[src/rtl/ctl_i2c_pkg.sv]
package ctl_i2c_pkg;

  localparam int BYTE_W = 8;

  typedef enum logic [3:0] {
    LK_IDLE,
    LK_ADDR,
    LK_AACK,
    LK_INDEX,
    LK_IACK,
    LK_WDATA,
    LK_DACK,
    LK_TX,
    LK_MACK,
    LK_IGNORE
  } link_state_e;

  // power-up contents of one control register
  function automatic logic [7:0] ctl_default(input int unsigned idx);
    logic [7:0] v;
    case (idx)
      'h01: v = 8'h10;
      'h03, 'h05: v = 8'h0E;
      'h06, 'h08, 'h0B, 'h11, 'h27: v = 8'h01;
      'h07, 'h16: v = 8'h20;
      'h09: v = 8'h60;
      'h0A, 'h21, 'h22, 'h23, 'h24: v = 8'h80;
      'h0C: v = 8'h8F;
      'h0E: v = 8'hC7;
      'h15: v = 8'h6F;
      'h1A: v = 8'h94;
      'h1B, 'h1C: v = 8'h77;
      'h25: v = 8'h14;
      'h28: v = 8'h40;
      'h2B: v = 8'h02;
      default: v = 8'h00;
    endcase
    return v;
  endfunction

  // compares the upper seven bits of an address frame with the device address
  function automatic logic addr_hit(input logic [7:0] frame, input logic [6:0] own);
    return frame[7:1] == own;
  endfunction

  function automatic logic index_mapped(input logic [7:0] idx, input int unsigned nreg);
    return 32'(idx) < nreg;
  endfunction

endpackage

[src/rtl/i2c_line_sync.sv]
module i2c_line_sync #(
  parameter int LINES  = 2,
  parameter int STAGES = 2
) (
  input  logic             clk,
  input  logic             rst_n,
  input  logic [LINES-1:0] raw_i,
  output logic [LINES-1:0] lvl_o,
  output logic [LINES-1:0] rise_o,
  output logic [LINES-1:0] fall_o
);

  for (genvar l = 0; l < LINES; l++) begin : g_line
    logic [STAGES-1:0] chain_q;
    logic              prev_q;

    always_ff @(posedge clk or negedge rst_n) begin
      if (!rst_n) begin
        chain_q <= '1;
        prev_q  <= 1'b1;
      end else begin
        chain_q <= {chain_q[STAGES-2:0], raw_i[l]};
        prev_q  <= chain_q[STAGES-1];
      end
    end

    assign lvl_o[l]  = chain_q[STAGES-1];
    assign rise_o[l] = chain_q[STAGES-1] & ~prev_q;
    assign fall_o[l] = ~chain_q[STAGES-1] & prev_q;
  end

endmodule

[src/rtl/ctl_reg_bank.sv]
module ctl_reg_bank
  import ctl_i2c_pkg::*;
#(
  parameter int NREG = 44
) (
  input  logic                     clk,
  input  logic                     rst_n,
  input  logic                     wr_en_i,
  input  logic [BYTE_W-1:0]        wr_idx_i,
  input  logic [BYTE_W-1:0]        wr_data_i,
  input  logic [BYTE_W-1:0]        rd_idx_i,
  output logic [BYTE_W-1:0]        rd_data_o,
  output logic [NREG*BYTE_W-1:0]   bank_o
);

  logic [BYTE_W-1:0] regs_q [NREG];

  for (genvar r = 0; r < NREG; r++) begin : g_reg
    always_ff @(posedge clk or negedge rst_n) begin
      if (!rst_n) begin
        regs_q[r] <= ctl_default(r);
      end else if (wr_en_i && wr_idx_i == BYTE_W'(r)) begin
        regs_q[r] <= wr_data_i;
      end
    end
    assign bank_o[r*BYTE_W +: BYTE_W] = regs_q[r];
  end

  // unmapped indices read back as zero
  always_comb begin
    rd_data_o = '0;
    for (int r = 0; r < NREG; r++) begin
      if (rd_idx_i == BYTE_W'(r)) rd_data_o = regs_q[r];
    end
  end

  // a write to an index beyond the bank leaves every register untouched
  assert_unmapped_write_ignored_R6: assert property (@(posedge clk) disable iff (!rst_n)
    (wr_en_i && !index_mapped(wr_idx_i, NREG)) |=> $stable(bank_o));

endmodule

[src/rtl/i2c_link_fsm.sv]
module i2c_link_fsm
  import ctl_i2c_pkg::*;
#(
  parameter logic [6:0] DEV_ADDR = 7'h11
) (
  input  logic              clk,
  input  logic              rst_n,
  input  logic              scl_lvl_i,
  input  logic              scl_rise_i,
  input  logic              scl_fall_i,
  input  logic              sda_lvl_i,
  input  logic              sda_rise_i,
  input  logic              sda_fall_i,
  input  logic [BYTE_W-1:0] rd_data_i,
  output logic [BYTE_W-1:0] idx_o,
  output logic              wr_en_o,
  output logic [BYTE_W-1:0] wr_data_o,
  output logic              sda_oe_o
);

  localparam int CNT_W = $clog2(BYTE_W + 1);

  link_state_e       state_q;
  logic [CNT_W-1:0]  cnt_q;
  logic [BYTE_W-1:0] shreg_q;
  logic [BYTE_W-1:0] tx_q;
  logic [BYTE_W-1:0] idx_q;
  logic              rw_q;

  // named bus events, also used by the assertions
  logic bus_start, bus_stop, byte_done, frame_hit;
  assign bus_start = sda_fall_i & scl_lvl_i;
  assign bus_stop  = sda_rise_i & scl_lvl_i;
  assign byte_done = scl_fall_i && cnt_q == CNT_W'(BYTE_W);
  assign frame_hit = addr_hit(shreg_q, DEV_ADDR);

  always_ff @(posedge clk or negedge rst_n) begin
    if (!rst_n) begin
      state_q <= LK_IDLE;
      cnt_q   <= '0;
      shreg_q <= '0;
      tx_q    <= '0;
      idx_q   <= '0;
      rw_q    <= 1'b0;
    end else if (bus_start) begin
      state_q <= LK_ADDR;
      cnt_q   <= '0;
    end else if (bus_stop) begin
      state_q <= LK_IDLE;
      cnt_q   <= '0;
    end else begin
      unique case (state_q)
        LK_ADDR, LK_INDEX, LK_WDATA: begin
          if (scl_rise_i) begin
            shreg_q <= {shreg_q[BYTE_W-2:0], sda_lvl_i};
            cnt_q   <= cnt_q + 1'b1;
          end else if (byte_done) begin
            cnt_q <= '0;
            if (state_q == LK_ADDR) begin
              if (frame_hit) begin
                state_q <= LK_AACK;
                rw_q    <= shreg_q[0];
              end else begin
                state_q <= LK_IGNORE;
              end
            end else if (state_q == LK_INDEX) begin
              idx_q   <= shreg_q;
              state_q <= LK_IACK;
            end else begin
              state_q <= LK_DACK;
            end
          end
        end
        LK_AACK: begin
          if (scl_fall_i) begin
            if (rw_q) begin
              state_q <= LK_TX;
              tx_q    <= rd_data_i;
              cnt_q   <= '0;
            end else begin
              state_q <= LK_INDEX;
            end
          end
        end
        LK_IACK: if (scl_fall_i) state_q <= LK_WDATA;
        LK_DACK: if (scl_fall_i) state_q <= LK_IGNORE;
        LK_TX: begin
          if (scl_fall_i) begin
            tx_q <= {tx_q[BYTE_W-2:0], 1'b0};
            if (cnt_q == CNT_W'(BYTE_W - 1)) begin
              state_q <= LK_MACK;
              cnt_q   <= '0;
            end else begin
              cnt_q <= cnt_q + 1'b1;
            end
          end
        end
        LK_MACK: if (scl_fall_i) state_q <= LK_IGNORE;
        default: ;
      endcase
    end
  end

  assign wr_en_o   = state_q == LK_WDATA && byte_done && !bus_start && !bus_stop;
  assign wr_data_o = shreg_q;
  assign idx_o     = idx_q;

  always_comb begin
    unique case (state_q)
      LK_AACK, LK_IACK, LK_DACK: sda_oe_o = 1'b1;
      LK_TX:                     sda_oe_o = ~tx_q[BYTE_W-1];
      default:                   sda_oe_o = 1'b0;
    endcase
  end

  // the line enable moves only while the clock is low
  assert_oe_moves_scl_low_R9: assert property (@(posedge clk) disable iff (!rst_n)
    (!$stable(sda_oe_o) && !$past(bus_start) && !$past(bus_stop)) |-> !scl_lvl_i);

  // a stop leaves the line released and the frame decoder idle
  assert_stop_releases_R9: assert property (@(posedge clk) disable iff (!rst_n)
    bus_stop |=> (state_q == LK_IDLE && !sda_oe_o));

  // a foreign address is never acknowledged
  assert_foreign_no_ack_R5: assert property (@(posedge clk) disable iff (!rst_n)
    (state_q == LK_ADDR && byte_done && !frame_hit && !bus_start && !bus_stop) |=> !sda_oe_o);

  // every stored byte is followed by its acknowledge and then no further write
  assert_single_write_R7: assert property (@(posedge clk) disable iff (!rst_n)
    wr_en_o |=> (state_q == LK_DACK && !wr_en_o));

endmodule

[src/rtl/ctl_i2c_target.sv]
module ctl_i2c_target
  import ctl_i2c_pkg::*;
#(
  parameter int         NREG        = 44,
  parameter logic [6:0] DEV_ADDR    = 7'h11,
  parameter int         SYNC_STAGES = 2
) (
  input  logic                   clk,
  input  logic                   rst_n,
  input  logic                   scl_i,
  input  logic                   sda_i,
  output logic                   sda_oe_o,
  output logic [NREG*BYTE_W-1:0] ctl_regs_o
);

  localparam int SCL_BIT = 1;
  localparam int SDA_BIT = 0;

  logic [1:0]        lvl, rise, fall;
  logic [BYTE_W-1:0] idx, wr_data, rd_data;
  logic              wr_en;

  i2c_line_sync #(.LINES(2), .STAGES(SYNC_STAGES)) u_sync (
    .clk    (clk),
    .rst_n  (rst_n),
    .raw_i  ({scl_i, sda_i}),
    .lvl_o  (lvl),
    .rise_o (rise),
    .fall_o (fall)
  );

  i2c_link_fsm #(.DEV_ADDR(DEV_ADDR)) u_link (
    .clk        (clk),
    .rst_n      (rst_n),
    .scl_lvl_i  (lvl[SCL_BIT]),
    .scl_rise_i (rise[SCL_BIT]),
    .scl_fall_i (fall[SCL_BIT]),
    .sda_lvl_i  (lvl[SDA_BIT]),
    .sda_rise_i (rise[SDA_BIT]),
    .sda_fall_i (fall[SDA_BIT]),
    .rd_data_i  (rd_data),
    .idx_o      (idx),
    .wr_en_o    (wr_en),
    .wr_data_o  (wr_data),
    .sda_oe_o   (sda_oe_o)
  );

  ctl_reg_bank #(.NREG(NREG)) u_bank (
    .clk       (clk),
    .rst_n     (rst_n),
    .wr_en_i   (wr_en),
    .wr_idx_i  (idx),
    .wr_data_i (wr_data),
    .rd_idx_i  (idx),
    .rd_data_o (rd_data),
    .bank_o    (ctl_regs_o)
  );

endmodule

[config.mk]
export PLATFORM = sky130hd
export DESIGN_NAME = ctl_i2c_target
export DESIGN_NICKNAME = d
export VERILOG_FILES = /design/src/rtl/ctl_i2c_pkg.sv /design/src/rtl/i2c_line_sync.sv /design/src/rtl/ctl_reg_bank.sv /design/src/rtl/i2c_link_fsm.sv /design/src/rtl/ctl_i2c_target.sv
export SDC_FILE = /design/constraint.sdc
export NUM_CORES = 1
export LEC_CHECK = 0
export BUFFER_PORTS_ARGS = -buffer_cell sky130_fd_sc_hd__buf_2
export CAP_MARGIN = 40
export CORE_MARGIN = 5
export CORE_UTILIZATION = 35
export DETAILED_ROUTE_END_ITERATION = 16
export GPL_TIMING_DRIVEN = 1
export HOLD_SLACK_MARGIN = 0.03
export PLACE_DENSITY = 0.62
export SYNTH_ARGS = -nofsm -noshare
export SYNTH_HDL_FRONTEND = slang
export SYNTH_SLANG_ARGS = --single-unit
[constraint.sdc]
create_clock -name clk -period 2.8 [get_ports clk]
set_clock_uncertainty 0.05 [all_clocks]
set_input_delay 0.56 -clock clk [delete_from_list [all_inputs] [get_ports clk]]
set_output_delay 0.56 -clock clk [all_outputs]
set_load 0.005 [all_outputs]
# Word-level counts from Yosys, hierarchy flattened
# Cells that the tools add are included.
# W data, S select, Z words.
totals:
  regBits: 391
  in_bits: 4
  output_inout_bits: 353
  elab_cells: 271
classes:
  add_sub_neg: 1
  n_eq_ne: 66
  muxes: 72
  bitwise_logic: 15
  n_reduce_logical: 63
ops:
  columns: ["operator", "count"]
  rows:
  - ["$mux W8", 47]
  - ["$eq A8 B5 Y1 const B", 16]
  - ["$eq A8 B6 Y1 const B", 12]
  - ["$mux W4", 19]
  - ["$eq A8 B4 Y1 const B", 8]
  - ["$logic_and A1 B1 Y1", 48]
  - ["$eq A8 B3 Y1 const B", 4]
  - ["$ne A4 B1 Y1 const B", 7]
  - ["$eq A4 B3 Y1 const B", 5]
  - ["$pmux W4 S5", 1]
  - ["$eq A8 B2 Y1 const B", 2]
  - ["$pmux W8 S2", 1]
  - ["$reduce_and A7 Y1", 2]
  - ["$pmux W4 S3", 1]
  - ["$not A1 Y1", 9]
  - ["$eq A4 B2 Y1 const B", 2]
  - ["$eq A4 B4 Y1 const B", 2]
  - ["$eq A8 B1 Y1 const B", 1]
  - ["$logic_not A8 Y1", 1]
  - ["$reduce_and A8 Y1", 1]
  - ["$eq A7 B5 Y1 const B", 1]
  - ["$reduce_bool A7 Y1", 1]
  - ["$and A1 B1 Y1", 6]
  - ["$ne A2 B1 Y1 const B", 3]
  - ["15 further kinds", 17]

# Logic depth before layout (Yosys ltp)
logic_depth:
  word_depth: 48
  ltp_mapped: 11
  ltp_nobuf: 9

# Hierarchy
# A second synthesis with hierarchy kept.
unflattened:
  cells_unflattened: 1667
  area_unflattened_um2: 19548.7
by_module_without_submodules:
  columns: ["module", "instances", "cells_each", "area_each_um2"]
  rows:
  - ["ctl_reg_bank", 1, 1478, 17513.0]
  - ["i2c_link_fsm", 1, 177, 1828.0]
  - ["i2c_line_sync", 1, 12, 207.7]

# Worst setup path after synthesis
# OpenSTA, ideal clock, no wires.
synth_timing:
  kind: "register to register"
  start: "reg u_link.cnt_q[0]"
  end: "reg u_bank.regs_q, in the netlist u_bank.bank_o[32]"
  setup_time_ps: 128
  arrival_ps: 2157
  path_slack_ps: 466
  path_stages_with_launch: 11
  n_path_buf: 2
  period_less_slack_ps: 2334
  path_cell_list: "dfrtp_1 inv_1 ha_1 nand3b_1 or3_1 or2_1 buf_6 nor2_4 buf_6 nand2_4 mux2_1"
synth_via:
  elab_chain_cells: 6
synth_rtl:
  columns: ["item", "line_no", "text"]
  rows:
  - ["start: declaration", "i2c_link_fsm.sv:24", "logic [CNT_W-1:0] cnt_q;"]
  - ["start signal: assignment", "i2c_link_fsm.sv:56", "cnt_q <= cnt_q + 1'b1;"]
  - ["start signal: assignment", "i2c_link_fsm.sv:94", "cnt_q <= cnt_q + 1'b1;"]
  - ["$eq A4 B4 Y1", "i2c_link_fsm.sv:34", "assign byte_done = scl_fall_i && cnt_q == CNT_W'(BYTE_W);"]
  - ["$logic_and A1 B1 Y1", "i2c_link_fsm.sv:34", null]
  - ["$logic_and A1 B1 Y1 (3 in a row)", "i2c_link_fsm.sv:104", "assign wr_en_o = state_q == LK_WDATA && byte_done && !bus_start && !bus_stop;"]
  - ["$logic_and A1 B1 Y1", "ctl_reg_bank.sv:22", "end else if (wr_en_i && wr_idx_i == BYTE_W'(r)) begin"]
  - ["end signal: indexed assignment", "ctl_reg_bank.sv:21", "regs_q[r] <= ctl_default(r);"]
  - ["end signal: indexed assignment", "ctl_reg_bank.sv:23", "regs_q[r] <= wr_data_i;"]
  - ["end: declaration", "ctl_reg_bank.sv:16", "logic [BYTE_W-1:0] regs_q [NREG];"]
# No other way between the ends.
# A chain may end at the register's enable or synchronous reset.

# Final worst setup path
layout_timing:
  start: "reg u_link.idx_q[0] (netlist: u_link.idx_o[0])"
  end: "reg u_link.tx_q[0]"
layout_via:
  elab_chain_cells: 48
  word_cells_on_any_way: 91
  cone_classes: "43 x eq/ne; 47 x mux; 1 x reduce/logical"
layout_rtl:
  columns: ["item", "line_no", "text"]
  rows:
  - ["start: declaration", "i2c_link_fsm.sv:27", "logic [BYTE_W-1:0] idx_q;"]
  - ["start signal: assignment", "i2c_link_fsm.sv:67", "idx_q <= shreg_q;"]
  - ["$logic_not A8 Y1", "ctl_reg_bank.sv:33", "if (rd_idx_i == BYTE_W'(r)) rd_data_o = regs_q[r];"]
  - ["$mux W8 (43 in a row)", "ctl_reg_bank.sv:33", null]
  - ["$mux W8 *", "ctl_reg_bank.sv:33", null]
  - ["$mux W8 *", "i2c_link_fsm.sv:76", "if (rw_q) begin"]
  - ["$mux W8 *", "i2c_link_fsm.sv:75", "if (scl_fall_i) begin"]
  - ["$pmux W8 S2 *", "i2c_link_fsm.sv:52", "unique case (state_q)"]
  - ["end signal: assignment", "i2c_link_fsm.sv:78", "tx_q <= rd_data_i;"]
  - ["end signal: assignment", "i2c_link_fsm.sv:89", "tx_q <= {tx_q[BYTE_W-2:0], 1'b0};"]
  - ["end: declaration", "i2c_link_fsm.sv:26", "logic [BYTE_W-1:0] tx_q;"]
# Mark *: on every way between the ends. The rest lies on a longest branch, timed or not. The select of a mux whose other input is x is not followed.

==> flow_summary.yaml <==
outcome:
  status: "complete, no violations"
floorplanning:
  die_width_um: 247.5
  chipHeight_um: 247.5
  pin_count: 357
  effective_utilization_at_floorplan_pct: 35.15
  placement_rows: 87
  total_die_area_um2: 61260
  fp.coreArea_um2: 56170
power_and_ir_drop:
  switchingPower_w: 0.003279
  p_int_w: 0.009263
  combinationalPowerShare_pct: 6.7
  leakagePower_nw: 12.76
  power_density_nw_per_um2: 497.9
  ir_drop_uv: 369.6
  clock_power_share_pct: 47.1
  seqPwrFrac_pct: 46.2
  total_power_w: 0.01254
  netSwitchingFraction_pct: 26.15
yosys:
  synth-async-reset-ratio_pct: 100.0
  ys_top_cells_by_count: "sky130_fd_sc_hd__dfrtp_1 (329), sky130_fd_sc_hd__mux2_2 (301), sky130_fd_sc_hd__nand2_1 (90), sky130_fd_sc_hd__a21oi_1 (86), sky130_fd_sc_hd__mux2_1 (80)"
  synth.yosys.seq_area_share_pct: 49.95
  synth_cell_types: 93
  most_instantiated_library_cell_after_synthesis: "sky130_fd_sc_hd__dfrtp_1"
  postSynthRegisterBits: 391
  syn-mean-instance-area_um2: 11.89
  synth.cell_area_um2: 19740
  yosys-top-cells-area: "sky130_fd_sc_hd__dfrtp_1 (42%), sky130_fd_sc_hd__mux2_2 (17%), sky130_fd_sc_hd__dfstp_2 (8.3%)"
  synthesis.yosys.warnings: 0
  synth.largest_area_cell: "sky130_fd_sc_hd__dfrtp_1"
  yosysTopAreaCellShare_pct: 41.70
  commonest_register_cell_after_synthesis: "sky130_fd_sc_hd__dfrtp_1"
  cell_count_after_synthesis: 1660
  postSynthNetCount: 1666
  synth-edff-count: 0
global_route:
  globalRouteOverflowTotal: 0
  antenna_found_initial: 1
  grt_first_pass_wirelength_um: 126300
  grt_start_max_net_pins: 109
  vias_in_the_first_global_route: 17190
  grt_util_all_layers_pct: 27.86
routing:
  wl_per_cell_um: 30.06
  avgViaCountPerCell: 5.863
  dr.pass1.iters: 9
  vias: 17120
  drtAntennaViolNets: 0
  drc: 0
  total_length_of_routed_wires_um: 87740
  drt_iter0_markers: 1800
cells_and_area:
  regArea_um2: 9874
  multi_input_area_um2: 9388
  syn2layout_area_growth_pct: 27.59
  finish.instance_area_um2: 25190
  final_nets: 2133
  post_route_cells_drive_above_1_share_pct: 49.33
  antenna_cells_inserted: 0
  num-fill-cells: 5365
worst_setup_path:
  critPathRequiredTime_ps: 3210
  cpPeakStageDelay_ps: 500
  timing.reg2reg.setup_slack_ps: 30
  critical_path_peak_fanout: 20
  end_kind: "flop"
  critical_path_class: "flop to flop"
  reg2reg_depth: 9
  worstReg2RegStart: "u_link.idx_o[0]"
  path_cells: "buf_12 -> buf_4 -> and4b_4 -> a22o_1 -> a211oi_2 -> o22ai_2 -> a311oi_2 -> o21ai_2 -> a221o_1"
  timing.critical_path.arrival_ps: 3180
  critical_path.slowest_cell: "sky130_fd_sc_hd__dfrtp_4"
  worst_setup_path_start_kind: "flop"
  r2r_end: "u_link.tx_q[0]"
timing:
  timing.slew.headroom_pct: 47.23
  grt_setup_unrepaired: "true"
  final_setup_violations: 0
  final_min_period_over_clock_period_pct: 99.03
  finalMaxSlewViolations: 0
  crit_path_time_final_ps: 2773
  report.final.hold_viol_count: 0
  highest_attainable_clock_frequency_mhz: 360.6
  worst_margin_pin_slew_ps: 791.5
  setup_tns_ps: 0
  post-route-worst-setup-slack_ps: 27.15
clock_tree:
  cts.root.buffer_cell: "sky130_fd_sc_hd__clkbuf_16"
  cts_tree: "done"
  max_h_tree_level: 2
  numCtsBuffers: 45
  max-clock-path-buffers: 3
  clk_pin_slew_worst_paths_ps: 60
  clkSinkCount: 391
  clkLatencyLatePin_ps: 580
placed_design:
  gpl.final_weighted_congestion: 0.9831
  placement.cell_area_um2: 23530
  place.port_buffers: 356
  hpwl_um: 65390
  detailedPlace.worstSlack_ps: -156.9
min_path:
  holdCritPathClass: "flop to flop"
  min-delay-start: "u_sync.g_line[0].chain_q[0]"
  worst_hold_path.endpoint: "u_sync.g_line[0].chain_q[1]"
  holdPathStages: 0
run:
  cap_viol_max_count: 0
-- sequential cells by signal, summed over array words and instances (netlist names) --
name                   count
u_link.idx_o               8
u_link.cnt_q               4
u_sync.g_line.chain_q      4
u_bank.bank_o            352
u_link.tx_q                8
u_link.rw_q                1
u_sync.g_line.prev_q       2
u_link.state_q             4
u_link.wr_data_o           8
-- timing repair --
item,CTS,global route
hold buffers,3,0
gates resized for setup,5,25
buffers inserted,0,4
hold endpoints to repair,22,0
endpoints found under the setup margin,2,61
cloned,0,0
pin swaps,0,1
-- stage by stage --
| stage | utilization (%) | hold WS [ps] | cells |
|---|---|---|---|
| floorplan | - | 214.4 | 1660 |
| global placement | 41.90 | 298.7 | 2829 |
| detailed placement | 41.90 | 301.0 | 2829 |
| CTS | 44.59 | 311.2 | 2915 |
| global route | 44.85 | 315.1 | 2919 |
| finish | 44.85 | 311.4 | 2919 |
-- kinds of logic after synthesis --
family / after synthesis / synth area share, %
AO/OA/AOI/OAI: 351 / 11.73
XOR/XNOR: 2 / 0.08874
adder cells (fa/ha/maj): 2 / 0.1267
buffers and inverters: 138 / 3.232
flip-flops: 391 / 49.95
multiplexers: 433 / 24.94
AND/OR/NAND/NOR: 343 / 9.931
-- layout by cell type (no fill, tap or decap), drive strengths merged, types with 12 or more instances in the layout --
cell type  synthesis  layout
dfstp             62      62
nand2b            16      16
nor2              86      86
a22oi             12      12
o21ai             76      76
mux2i             43      43
a21oi             86      86
o22ai             32      32
dfrtp            329     329
nor4              12      12
o211ai            13      13
a211oi            20      20
inv               12      17
mux2             381     381
nand3             33      33
clkbuf            74      67
buf               51     542
nand2            110     110
nor3              20      20
-- area by class of cell --
cell class / instances / area share (%)
sequential: 391 / 39.20
multi-input combinational: 1131 / 37.27
timing repair buffer: 545 / 13.77
clock buffer: 67 / 5.156
tap: 756 / 3.755
clock inverter: 16 / 0.6557
inverter: 13 / 0.1937
-- how the worst max path moves through the flow --
stage / start / end / depth (start not counted)
global placement: u_link.idx_o[0] / u_link.tx_q[0] / 9
detailed placement: u_link.idx_o[0] / u_link.tx_q[0] / 9
global route: u_link.idx_o[0] / u_link.tx_q[7] / 9
CTS: u_link.idx_o[1] / u_link.tx_q[7] / 8
floorplan: u_link.cnt_q[0] / u_bank.bank_o[32] / 10
finish: u_link.idx_o[0] / u_link.tx_q[0] / 9
-- worst max-delay path: cells and delay by family, from the launching register on --
kind	cells	cell delay (ps)
DFF	1	500
AOI/OAI and AO/OA	6	1440
buffers and inverters	2	380
and+or+nand+nor	1	250
-- power by group through the flow --
stage               registers, W  logic [W]  clock network (W)
floorplan                0.00583   0.000373                  0
global placement         0.00589   0.000814                  0
detailed placement       0.00589   0.000837                  0
CTS                      0.00579   0.000838            0.00600
global route             0.00580   0.000870            0.00622
finish                   0.00580   0.000838            0.00591
-- per-layer routing --
metal  global-route usage [%]  vias to the layer above  wire length (um)
li1                         -                     7155                 -
met1                    39.82                     9005             37970
met2                    43.55                      805             40180
met3                    5.514                      150              7034
met4                    7.425                        0              2549
met5                        0                        -                 0
Power figures use the tool's default switching activity.
